--- src/rtl/mfcap_pkg.sv ---
// Shared types for the multiframe nibble capture block.
// Assumes a multiframe of NIB_W groups of GRP frames each.
package mfcap_pkg;

    // Position of the currently strobed frame inside the multiframe
    typedef struct packed {
        logic active;      // multiframe alignment has been seen
        logic first_frame; // index 0
        logic q_frame;     // index is a multiple of GRP (carries a channel bit)
        logic last_frame;  // index NIB_W*GRP-1
    } frame_pos_t;

endpackage

--- src/rtl/mfcap_frame_tracker.sv ---
// Frame index tracker: counts frame strobes inside a multiframe,
// realigns to index 0 on every start strobe, and classifies the
// current frame. Assumes mf_start is only meaningful with frame_stb.
module mfcap_frame_tracker
    import mfcap_pkg::*;
#(
    parameter int NIB_W = 4,
    parameter int GRP   = 5
) (
    input  logic       clk,
    input  logic       rst_n,
    input  logic       soft_rst,
    input  logic       frame_stb,
    input  logic       mf_start,
    output frame_pos_t pos
);
    localparam int MF_LEN = NIB_W * GRP;
    localparam int IW     = $clog2(MF_LEN);

    logic [IW-1:0] idx_q;
    logic [IW-1:0] idx_cur;
    logic          synced_q;

    // Index of the frame being strobed now (start strobe forces 0)
    always_comb begin
        idx_cur         = mf_start ? '0 : idx_q;
        pos.active      = mf_start || synced_q;
        pos.first_frame = (idx_cur == '0);
        pos.q_frame     = ((int'(idx_cur) % GRP) == 0);
        pos.last_frame  = (int'(idx_cur) == MF_LEN - 1);
    end

    // Advance the index on each frame strobe once aligned
    always_ff @(posedge clk) begin
        if (!rst_n || soft_rst) begin
            idx_q    <= '0;
            synced_q <= 1'b0;
        end else if (frame_stb && pos.active) begin
            synced_q <= 1'b1;
            idx_q    <= pos.last_frame ? '0 : idx_cur + IW'(1);
        end
    end

    AST_IDX_WRAP: assert property (@(posedge clk) disable iff (!rst_n || soft_rst)
        (frame_stb && pos.active && pos.last_frame) |=> (idx_q == '0)) else $error("idx wrap");

    AST_NO_SYNC_HOLD: assert property (@(posedge clk) disable iff (!rst_n || soft_rst)
        (!synced_q && !mf_start) |=> (idx_q == '0)) else $error("idx moved unsynced");
endmodule

--- src/rtl/mfcap_collector.sv ---
// Channel bit collector: shifts the channel bit of each group-leading
// frame into a nibble (first bit ends as MSB), accumulates the Fa bits
// of the other frames, and commits both at the last frame.
// Assumes GRP >= 2 so the last frame carries no channel bit.
module mfcap_collector
    import mfcap_pkg::*;
#(
    parameter int NIB_W = 4,
    parameter int GRP   = 5
) (
    input  logic             clk,
    input  logic             rst_n,
    input  logic             soft_rst,
    input  logic             nt_mode,
    input  logic             mf_en,
    input  logic             frame_stb,
    input  logic             rx_bit,
    input  frame_pos_t       pos,
    output logic [NIB_W-1:0] nibble,
    output logic             quality,
    output logic             commit,
    output logic             changed
);
    logic [NIB_W-1:0] shift_q;
    logic [NIB_W-1:0] nib_q;
    logic             acc_q;
    logic             qual_q;

    // Capture condition and change detection for the interrupt policy
    always_comb begin
        commit  = frame_stb && pos.active && pos.last_frame && mf_en;
        changed = (shift_q != nib_q);
    end

    // Shift channel bits and OR the non-channel Fa bits per multiframe
    always_ff @(posedge clk) begin
        if (!rst_n || soft_rst) begin
            shift_q <= '0;
            acc_q   <= 1'b0;
        end else if (frame_stb && pos.active) begin
            if (pos.q_frame) begin
                shift_q <= {shift_q[NIB_W-2:0], rx_bit};
                if (pos.first_frame) acc_q <= 1'b0;
            end else begin
                acc_q <= acc_q | rx_bit;
            end
        end
    end

    // Commit nibble and quality flag at the end of the multiframe
    always_ff @(posedge clk) begin
        if (!rst_n || soft_rst) begin
            nib_q  <= {NIB_W{nt_mode}};
            qual_q <= 1'b0;
        end else if (commit) begin
            nib_q  <= shift_q;
            qual_q <= nt_mode && !(acc_q || rx_bit);
        end
    end

    assign nibble  = nib_q;
    assign quality = qual_q;

    AST_NIB_HOLD: assert property (@(posedge clk) disable iff (!rst_n || soft_rst)
        ($past(rst_n) && !$past(soft_rst) && !$past(commit)) |-> ($stable(nib_q) && $stable(qual_q))) else $error("nibble moved");

    AST_TE_QUAL_ZERO: assert property (@(posedge clk) disable iff (!rst_n || soft_rst)
        (commit && !nt_mode) |=> !qual_q) else $error("quality in terminal mode");
endmodule

--- src/rtl/mfcap_irq_ctrl.sv ---
// Interrupt control: sets a pending flag on a capture according to the
// policy and enables, and clears it on a status read (set wins).
// Assumes commit already includes the multiframing enable.
module mfcap_irq_ctrl (
    input  logic clk,
    input  logic rst_n,
    input  logic soft_rst,
    input  logic commit,
    input  logic changed,
    input  logic every_mf,
    input  logic irq_en,
    input  logic mf_en,
    input  logic rd_stb,
    output logic irq
);
    logic set;
    logic pend_q;

    // Interrupt trigger per capture
    always_comb set = commit && mf_en && irq_en && (every_mf || changed);

    // Pending flag: set has priority over the read clear
    always_ff @(posedge clk) begin
        if (!rst_n || soft_rst) pend_q <= 1'b0;
        else if (set)           pend_q <= 1'b1;
        else if (rd_stb)        pend_q <= 1'b0;
    end

    assign irq = pend_q;

    AST_IRQ_NEEDS_EN: assert property (@(posedge clk) disable iff (!rst_n || soft_rst)
        $rose(pend_q) |-> $past(irq_en && mf_en && commit)) else $error("irq without enable");

    AST_RD_CLEARS: assert property (@(posedge clk) disable iff (!rst_n || soft_rst)
        (rd_stb && !set) |=> !pend_q) else $error("read did not clear");

    AST_SET_WINS: assert property (@(posedge clk) disable iff (!rst_n || soft_rst)
        set |=> pend_q) else $error("set lost");
endmodule

--- src/rtl/mf_nibble_capture.sv ---
// Top level: multiframe channel nibble capture with quality flag and
// maskable interrupt. Assumes upstream delivers aligned frame strobes.
module mf_nibble_capture #(
    parameter int NIB_W = 4,
    parameter int GRP   = 5
) (
    input  logic       clk,
    input  logic       rst_n,
    input  logic       soft_rst,
    input  logic       nt_mode,
    input  logic       mf_en,
    input  logic       irq_en,
    input  logic       irq_every_mf,
    input  logic       frame_stb,
    input  logic       mf_start,
    input  logic       rx_bit,
    input  logic       rd_stb,
    output logic [7:0] status,
    output logic       irq
);
    import mfcap_pkg::*;

    frame_pos_t       pos;
    logic [NIB_W-1:0] nibble;
    logic             quality;
    logic             commit;
    logic             changed;

    mfcap_frame_tracker #(.NIB_W(NIB_W), .GRP(GRP)) u_trk (
        .clk(clk), .rst_n(rst_n), .soft_rst(soft_rst),
        .frame_stb(frame_stb), .mf_start(mf_start), .pos(pos)
    );

    mfcap_collector #(.NIB_W(NIB_W), .GRP(GRP)) u_col (
        .clk(clk), .rst_n(rst_n), .soft_rst(soft_rst), .nt_mode(nt_mode),
        .mf_en(mf_en), .frame_stb(frame_stb), .rx_bit(rx_bit), .pos(pos),
        .nibble(nibble), .quality(quality), .commit(commit), .changed(changed)
    );

    mfcap_irq_ctrl u_irq (
        .clk(clk), .rst_n(rst_n), .soft_rst(soft_rst), .commit(commit),
        .changed(changed), .every_mf(irq_every_mf), .irq_en(irq_en),
        .mf_en(mf_en), .rd_stb(rd_stb), .irq(irq)
    );

    // Status word layout: nibble, quality, policy echo, zero pad
    always_comb status = {nibble, quality, irq_every_mf, 2'b00};

    AST_RESET_CLEAR: assert property (@(posedge clk)
        (!rst_n || soft_rst) |=> (!irq && !status[3])) else $error("reset state");
endmodule

--- config.mk ---
export PLATFORM = sky130hd
export DESIGN_NAME = mf_nibble_capture
export DESIGN_NICKNAME = d
export VERILOG_FILES = /design/src/rtl/mfcap_pkg.sv /design/src/rtl/mfcap_frame_tracker.sv /design/src/rtl/mfcap_collector.sv /design/src/rtl/mfcap_irq_ctrl.sv /design/src/rtl/mf_nibble_capture.sv
export SDC_FILE = /design/constraint.sdc
export NUM_CORES = 1
export LEC_CHECK = 0
export CAP_MARGIN = 5
export CORE_MARGIN = 2
export CORE_UTILIZATION = 56
export CTS_CLUSTER_DIAMETER = 40
export CTS_CLUSTER_SIZE = 12
export DETAILED_ROUTE_END_ITERATION = 10
export HOLD_SLACK_MARGIN = 0.03
export MAX_ROUTING_LAYER = met4
export PLACE_DENSITY = 0.84
export SLEW_MARGIN = 20
export SYNTH_ARGS = -nofsm -noshare
export SYNTH_HDL_FRONTEND = slang
export SYNTH_SLANG_ARGS = --single-unit
--- constraint.sdc ---
create_clock -name clk -period 6.1 [get_ports clk]
set_input_delay 0.915 -clock clk [delete_from_list [all_inputs] [get_ports clk]]
set_output_delay 0.915 -clock clk [all_outputs]
set_load 0.02 [all_outputs]
# Word level (Yosys, flattened, before mapping)

Cells that the tools add are included.

Add/sub/neg operators: 1
Multipliers: 0
Divide/modulo/power cells: 1
Magnitude comparators: 0
Equality and inequality tests: 3
Shift operators: 0
Muxes and demuxes: 8
Bitwise logic cells: 1
Reductions and logical operators: 19

Operator list:

| kind                                                   | count |
|---|---|
| logical NOT 32 bit                                     | 1 |
| remainder unit 6 x 4 -> 32 bit (second input constant) | 1 |
| two-way mux 5 bit                                      | 2 |
| two-way mux 4 bit                                      | 2 |
| logical AND 1 bit                                      | 7 |
| adder 5 x 1 -> 5 bit (second input constant)           | 1 |
| equality test 5 bit (second input constant)            | 1 |
| logical NOT 5 bit                                      | 1 |
| logical OR 1 bit                                       | 4 |
| two-way mux 1 bit                                      | 4 |
| != test 4 bit                                          | 1 |
| AND reduction 2 bit                                    | 2 |
| nonzero test 2 bit                                     | 2 |
| logical NOT 1 bit                                      | 2 |
| != test 2 x 1 -> 1 bit (second input constant)         | 1 |
| bitwise OR 1 bit                                       | 1 |

Register bits: 17
Bits in latches: 0
Bits in writable memories: 0
Memory bits (read-only): 0
Input port bits: 11
Output and inout port bits: 9
Logic and storage cells: 40
Memories: 0

# Depth between registers and ports, before layout

Gate-level depths: netlist of run 1.

Depth after elaboration: 8
Mapped depth: 15
Gate-level depth less buffers: 14

# By module

From an unflattened synthesis of run 1, not the netlist that was laid out.

Cells, all modules: 143
Area total of the unflattened synthesis: 1223.7 um2

Modules (own cells, without submodules):

| module              | times used | cells each | area each (um2) | seq. area each (um2) |
|---|---|---|---|---|
| mfcap_frame_tracker | 1          | 91         | 688.2           | 120.1 |
| mfcap_collector     | 1          | 42         | 455.4           | 240.2 |
| mfcap_irq_ctrl      | 1          | 5          | 46.3            | 20.0 |
| mf_nibble_capture   | 1          | 5          | 33.8            | 0.0 |

# Least setup slack after synthesis of run 1

OpenSTA, ideal clock, no wires.

Path kind: input to register
Start point: in mf_start
End point: reg u_col.shift_q[0]
Library setup time: 72 ps
Arrival time: 3765 ps
Data required time: 6028 ps
Setup slack: 2263 ps
Stages on the path: 13
Buffers on the path: 1
Cells stage by stage: buf_2 nand2b_1 inv_1 ha_1 a31oi_1 o21ai_1 xnor2_1 ha_1 xnor2_1 nor2_1 o311a_2 nor4_4 mux2i_1

Word-level cells in the longest chain between the ends: 4
Elaborated cells on any way between the ends: 6
Those cells by class: div (1); mux (1); reduce/logical (4)

Ends and longest elaborated chain:

| element                         | RTL line                  | source |
|---|---|---|
| from (decl)                     | mf_nibble_capture.sv:15   | `input logic mf_start,` |
| two-way mux 5 bit               | mfcap_frame_tracker.sv:26 | `idx_cur = mf_start ? '0 : idx_q;` |
| remainder unit 6 x 4 -> 32 bit  | mfcap_frame_tracker.sv:29 | `pos.q_frame = ((int'(idx_cur) % GRP) == 0);` |
| logical NOT 32 bit              | mfcap_frame_tracker.sv:29 |  |
| AND reduction 2 bit (no line) * | -                         |  |
| to (signal assigned)            | mfcap_collector.sv:42     | `shift_q <= {shift_q[NIB_W-2:0], rx_bit};` |
| to (decl)                       | mfcap_collector.sv:24     | `logic [NIB_W-1:0] shift_q;` |

Every way passes the cells marked *; elsewhere a longest branch is shown, timed or not.
A chain may end at the register's enable or synchronous reset.

# Worst setup path after layout of run 1

Same ends and word-level chain as after synthesis.

==> results.md, run 1 <==
* Crit. Startpoint: mf_start
* Largest net degree at the start of global routing at 14
* Mapped Avg Cell Area at 8.37 um^2
* Bufs on Longest Clock Path at 2
* Core area at 1980 um^2
* Gate power share at 0.160
* Die area at 2510 um^2
* Initial core utilization at 0.600
* Final Util at 0.688
* Final setup TNS at 0 ps
* DR pass1 iterations at 7
* Number of max-cap violations at 0
* Worst skew pair latency at ~290 ps
* Post-CTS setup buffers at 0
* M2 GR Usage at 0.373
* GP Congestion at ~0.9
* Clock power share at 0.276
* Asr flop ratio synth at 0
* Clock Skew at between 15 and 20 ps
* HPWL after detailed placement at 2000 um
* Worst Path Required at about 6300 ps
* Total Routing Usage GR at 0.231
* Number of vias per cell at 5.70
* Hold Crit Class: flip-flop to flip-flop
* Initial DRC count at 29
* Post-route DRC at 0
* Area Overhead vs Synth at 14.7%
* Fmax at 222 MHz
* Pwr dens at 158 nW/um^2
* Grt met1 use at 0.303
* Prevailing post-synth register cell: dfxtp_1
* Psw at 0.0553 mW
* Syn. warnings at 0
* CTS resizes at 0
* Port bufs at 17
* CP startpoint kind: input pin
* Switching share of total power at 0.257
* Clock sinks at 17
* Post-synthesis sequential area ratio at 0.320
* CTS tree: yes
* Top cells by count, synth: nand2_1, nor2_1, dfxtp_1
* FP Rows at 16
* Status: completed
* RR Startpoint: u_trk.idx_q[2]
* Synth unique cells at 39
* Met3 usage at 0.0273
* Cell Area, Synth at 1190 um^2
* Yosys reg bits at 17
* Leak at 0.490 nW
* Most Crowded Layer GR: met2
* Gr ovfl total at 0
* Worst rel slew slack at 0.600
* Max VDD drop at 0.159 mV
* Antenna Nets Post-Route at 0
* Final period util at 0.738
* Crit path max fanout at 12
* Wirelength per Cell at 13.9 um
* Int Pwr at 0.160 mW
* Vias in the first global route at 953
* H-tree levels at 1
* Root buffer cell: clkbuf_4
* Post-synth top area cell: dfxtp_1
* Post-synth EDFFs at 4
* Initial antenna violation count at 0
* IO Pins at 20
* First-pass GRT wire length at 4370 um
* RSZ-0062 raised after global routing: no
* Clock slew at reported path FFs at around 110 ps
* Routed vias at 1038
* Hold Fails Final Rpt at 0
* Most frequent cell after synthesis: nand2_1
* Post-synthesis cell count at 142
* Hold Buf Count CTS at 0
* Min-delay src: u_col.acc_q
* Post-Route WL at 2530 um
* Share of cells above drive strength 1 at 0.0645
* Setup CP Type: input pin to flip-flop
* Antenna cells at 0
* Fin nets at 171
* Die Span Y at between 50 and 60 um
* Worst Max-Slew Pin Slew at approximately 600 ps
* Period minus WS final at 4500 ps
* Final Max Tran Viols at 0
* Critical path endpoint category: flip-flop
* Synth area leaders: dfxtp_1, edfxtp_1, nand2_1
* TritonCTS Buffers at 3
* Final setup vio count at 0
* Worst EP arrival at 4720 ps
* Register share of total power at 0.564
* # fillers at approximately 160
* Area share of the largest cell type after synthesis at 0.219
* Die width at about 50 um
-- cell type report --
class                   count  area, um^2  area share
clock inverters             1        5.00     0.00367
multi-input cells         109         722       0.529
clock buffers               3        22.5      0.0165
flip-flops and latches     17         380       0.279
well taps                  27        33.8      0.0248
inverters                   8        30.0      0.0220
repair buffers             17         170       0.125
-- through the flow --
stage	worst slack, ps	hold WS, ps	instance area [um^2]	power [mW]	cells
finish	1600	487	1360	0.216	182
global route	1260	523	1360	0.224	182
CTS	1580	488	1360	0.218	182
detailed placement	1290	470	1340	0.159	178
global placement	1480	459	1340	0.157	178
floorplan	2260	445	1190	0.144	143
-- power groups by stage --
stage	clock network, mW	registers (mW)	logic (mW)
floorplan	0	0.127	0.0169
global placement	0	0.124	0.0335
detailed placement	0	0.124	0.0345
CTS	0.0616	0.122	0.0347
global route	0.0646	0.122	0.0372
finish	0.0595	0.122	0.0345
-- cells in the final DEF (no fill, tap or decap), drive strengths merged, types with 2 or more instances in the layout --
master	Yosys	final
clkbuf	1	3
inv	8	8
nor2	14	14
ha	4	4
nor4b	3	3
xnor2	5	5
edfxtp	4	4
o21ai	9	9
nand3	6	6
mux2i	6	6
a21oi	10	10
or3	2	2
nor2b	2	2
xor2	2	2
nand2	18	18
dfxtp	13	13
a31oi	5	5
clkdlybuf4s50	0	17
nor4	2	2
nand2b	5	5
conb	1	2
o31ai	3	3
-- cells by family (layout without fill, tap and decap cells) --
| family | Yosys count | in the layout | synth area share |
|---|---|---|---|
| AND/OR/NAND/NOR | 56 | 56 | 0.255 |
| AO/OA/AOI/OAI | 34 | 34 | 0.202 |
| flip-flops | 17 | 17 | 0.320 |
| buffers and inverters | 17 | 29 | 0.0758 |
| XOR/XNOR | 7 | 7 | 0.0516 |
| multiplexers | 6 | 6 | 0.0505 |
| adder cells (fa/ha/maj) | 4 | 4 | 0.0421 |
| other | 1 | 2 | 0.00315 |
-- layer usage --
layer,share of wire,vias to the layer above
met3,0.039,4
met1,0.47,482
met2,0.48,29
met4,0.0067,0
li1,-,523
met5,0,-
-- registers in the layout, indices dropped and copies added (netlist names) --
signal / flops
u_col.acc_q: 1
u_col.shift_q: 4
u_col.nibble: 4
u_col.quality: 1
u_trk.idx_q: 5
u_irq.irq: 1
u_trk.synced_q: 1
-- worst max-delay path, stage by stage --
cell and delay, ps:
clkdlybuf4s50_1 740, nand2b_1 330, inv_1 160, ha_1 260
a31oi_1 390, o21ai_1 170, xnor2_1 170, ha_1 280
xnor2_1 140, nor2_1 60, o311a_2 420, nor4_4 420
mux2i_1 260
-- final timing paths --
kind / to / slack [ps] / cells after the start
setup / recovery: u_col.shift_q[0] / 1600 / 13
hold reg to reg: u_col.acc_q / 490 / 2
hold / removal: u_col.acc_q / 490 / 2
setup reg to reg: u_col.shift_q[0] / 2440 / 13
Note: power is estimated with default switching activity, not from simulation.
==> run 2, diff against run 1 <==
--- a/config.mk
+++ b/config.mk
@@ -6,14 +6,15 @@
 export NUM_CORES = 1
 export LEC_CHECK = 0
 export CAP_MARGIN = 5
+export CORE_ASPECT_RATIO = 1.75
 export CORE_MARGIN = 2
-export CORE_UTILIZATION = 56
+export CORE_UTILIZATION = 52
 export CTS_CLUSTER_DIAMETER = 40
 export CTS_CLUSTER_SIZE = 12
 export DETAILED_ROUTE_END_ITERATION = 10
 export HOLD_SLACK_MARGIN = 0.03
 export MAX_ROUTING_LAYER = met4
-export PLACE_DENSITY = 0.84
+export PLACE_DENSITY = 0.78
 export SLEW_MARGIN = 20
 export SYNTH_ARGS = -nofsm -noshare
 export SYNTH_HDL_FRONTEND = slang
==> constraint.sdc (replaced) <==
create_clock -name clk -period 4.22 [get_ports clk]
set_input_delay 0.633 -clock clk [delete_from_list [all_inputs] [get_ports clk]]
set_output_delay 0.633 -clock clk [all_outputs]
set_load 0.02 [all_outputs]
==> run 2 against run 1 <==
Count of clock-buffer cells in the layout unchanged. Hold slack better by 8.6 ps. Flip-flop and latch count stayed put. Critical path depth is the same. Design area grew 1.6%. Clock skew is 13 ps lower. Critical path type unchanged. Largest power group unchanged.
==> results.md, run 2 (synthesis gave the netlist of run 1 again) <==
* Status: completed
* Post-route DRC at 0
* CTS resizes at 0
* Max VDD drop at 0.172 mV
* Bufs on Longest Clock Path at 2
* Min-delay src: u_irq.irq
* Largest Register: u_trk.idx_q
* Most common cell after layout, fill and taps aside: nand2_1
* Share of cells above drive strength 1 at 0.0823
* Flip-flop count of the largest register after layout at 5
* Worst skew pair latency at 310 ps
* Clock sinks at 17
* Hold Buf Count CTS at 0
* Post-Layout Cell Count at between 150 and 200
* CP max-delay cell: clkdlybuf4s50_1
* RR Startpoint: u_trk.idx_q[2]
* Die Span Y at 67.2 um
* Vias in the first global route at between 1000 and 1500
* Routed vias at 1058
* GP Congestion at 0.858
* Clock slew at reported path FFs at 110 ps
* Hold Fails Final Rpt at 0
* Leak at 0.499 nW
* Psw at 0.0895 mW
* Max layer used: met4
* Post-CTS setup buffers at 0
* Port bufs at 17
* Worst Max-Slew Pin Slew at 643 ps
* # fillers at 203
* Period minus WS final at between 3000 and 4000 ps
* First-pass GRT wire length at 4440 um
* TritonCTS Buffers at 3
* CTS tree: yes
* Gr ovfl total at 0
* Final Max Tran Viols at 0
* Worst EP arrival at just under 4000 ps
* Register Area at 380 um^2
* RSZ-0062 raised after global routing: no
* Fmax at between 200 and 300 MHz
* Setup WS post-layout at between 500 and 600 ps
* Hold Crit Class: flip-flop to flip-flop
* Setup CP Type: input pin to flip-flop
* Final Util at 0.653
* Initial core utilization at 0.561
* Footprint of the multi-input gates at ~720 um^2
* Area Overhead vs Synth at 16.5%
* Hold_ws at 496 ps
* Final period util at 0.869
* Setup WS pre-CTS at 232 ps
* DR pass1 iterations at 4
* Gate power share at 0.157
* Commonest cells after routing, fill and taps aside: nand2_1, clkdlybuf4s50_1, nor2_1, dfxtp_1, a21oi_1
* Slowest stage delay, CP at 460 ps
* Core area at around 2100 um^2
* Largest net degree at the start of global routing at 14
* Met3 wire length at 75 um
* Final setup vio count at 0
* Worst Path Required at 4460 ps
* FP Rows at 22
* Final setup TNS at 0 ps
* Worst path cell trace: clkdlybuf4s50_1 -> and2b_2 -> a31oi_1 -> ha_1 -> a31oi_1 -> o21ai_1 -> xnor2_1 -> ha_1 -> xnor2_1 -> nor2_1 -> o311a_2 -> nor4_4 -> mux2i_1
* Placed cell count at ~180
* Initial DRC count at 15
* Int Pwr at 0.233 mW
* H-tree levels at 1
* Root buffer cell: clkbuf_4
* Clock Skew at 2.73 ps
* Number of max-cap violations at 0
* Critical path endpoint category: flip-flop
* Antenna Nets Post-Route at 0
* Met1 WL at 960 um
* Fin nets at 174
* Crit. Startpoint: mf_start
* Die area at ~2700 um^2
* Pwr Total at 0.323 mW
* Post-DP Area at about 1400 um^2
* Register share of total power at 0.544
* Crit path max fanout at 6
* HPWL after detailed placement at 2110 um
* Post-Route WL at 2620 um
* IO Pins at 20
* Switching share of total power at 0.277
* Clock power share at 0.298
* Pwr dens at 233 nW/um^2
* Initial antenna violation count at 0
* CP startpoint kind: input pin
* Total Routing Usage GR at 0.241
* Number of vias per cell at 5.81
* Antenna cells at 0
* Met2 WL at between 1000 and 1500 um
* Wirelength per Cell at roughly 14 um
* Die width at 40.1 um
* Worst rel slew slack at 0.569
* Design area at 1390 um^2
[run 2: final cells by class]
cell class | instances | share of cell area
well taps | 24 | 0.0217
repair buffers | 20 | 0.139
clock inverters | 1 | 0.00542
inverters | 8 | 0.0217
multi-input cells | 109 | 0.521
flip-flops and latches | 17 | 0.275
clock buffers | 3 | 0.0163
[run 2: path summary, 6_finish.rpt]
path / end / slack, ps / cells past startpoint
min: u_irq.irq / 500 / 2
max: u_col.shift_q[3] / 550 / 13
max reg2reg: u_col.shift_q[3] / 800 / 12
min reg2reg: u_irq.irq / 500 / 2
[run 2: critical path: cells and delay by family]
| kind | cells | cell delay (ps) |
|---|---|---|
| AO/OA/AOI/OAI | 4 | 990 |
| buffers and inverters | 1 | 460 |
| adder cells (fa/ha/maj) | 2 | 530 |
| AND/OR/NAND/NOR | 3 | 740 |
| XOR/XNOR | 2 | 290 |
| multiplexers | 1 | 250 |
[run 2: routing by layer]
metal,vias up,global-route usage
met2,28,0.427
li1,531,-
met5,-,-
met3,11,0.0164
met1,488,0.233
met4,0,0.155
[run 2: power by group through the flow]
| stage | clock network [mW] | registers (mW) | logic [mW] |
|---|---|---|---|
| 4_1_cts | 0.0954 | 0.176 | 0.0512 |
| 3_3_place_gp | 0 | 0.179 | 0.0498 |
| 6_report | 0.0962 | 0.176 | 0.0508 |
| 3_5_place_dp | 0 | 0.180 | 0.0509 |
| 2_1_floorplan | 0 | 0.184 | 0.0244 |
| 5_1_grt | 0.101 | 0.177 | 0.0553 |
==> run 3, diff against run 2 <==
--- a/config.mk
+++ b/config.mk
@@ -15,7 +15,6 @@
 export HOLD_SLACK_MARGIN = 0.03
 export MAX_ROUTING_LAYER = met4
 export PLACE_DENSITY = 0.78
-export SLEW_MARGIN = 20
 export SYNTH_ARGS = -nofsm -noshare
 export SYNTH_HDL_FRONTEND = slang
 export SYNTH_SLANG_ARGS = --single-unit
==> results of run 3 <==
Final layout, timing and power as in run 2 (identical DEF).
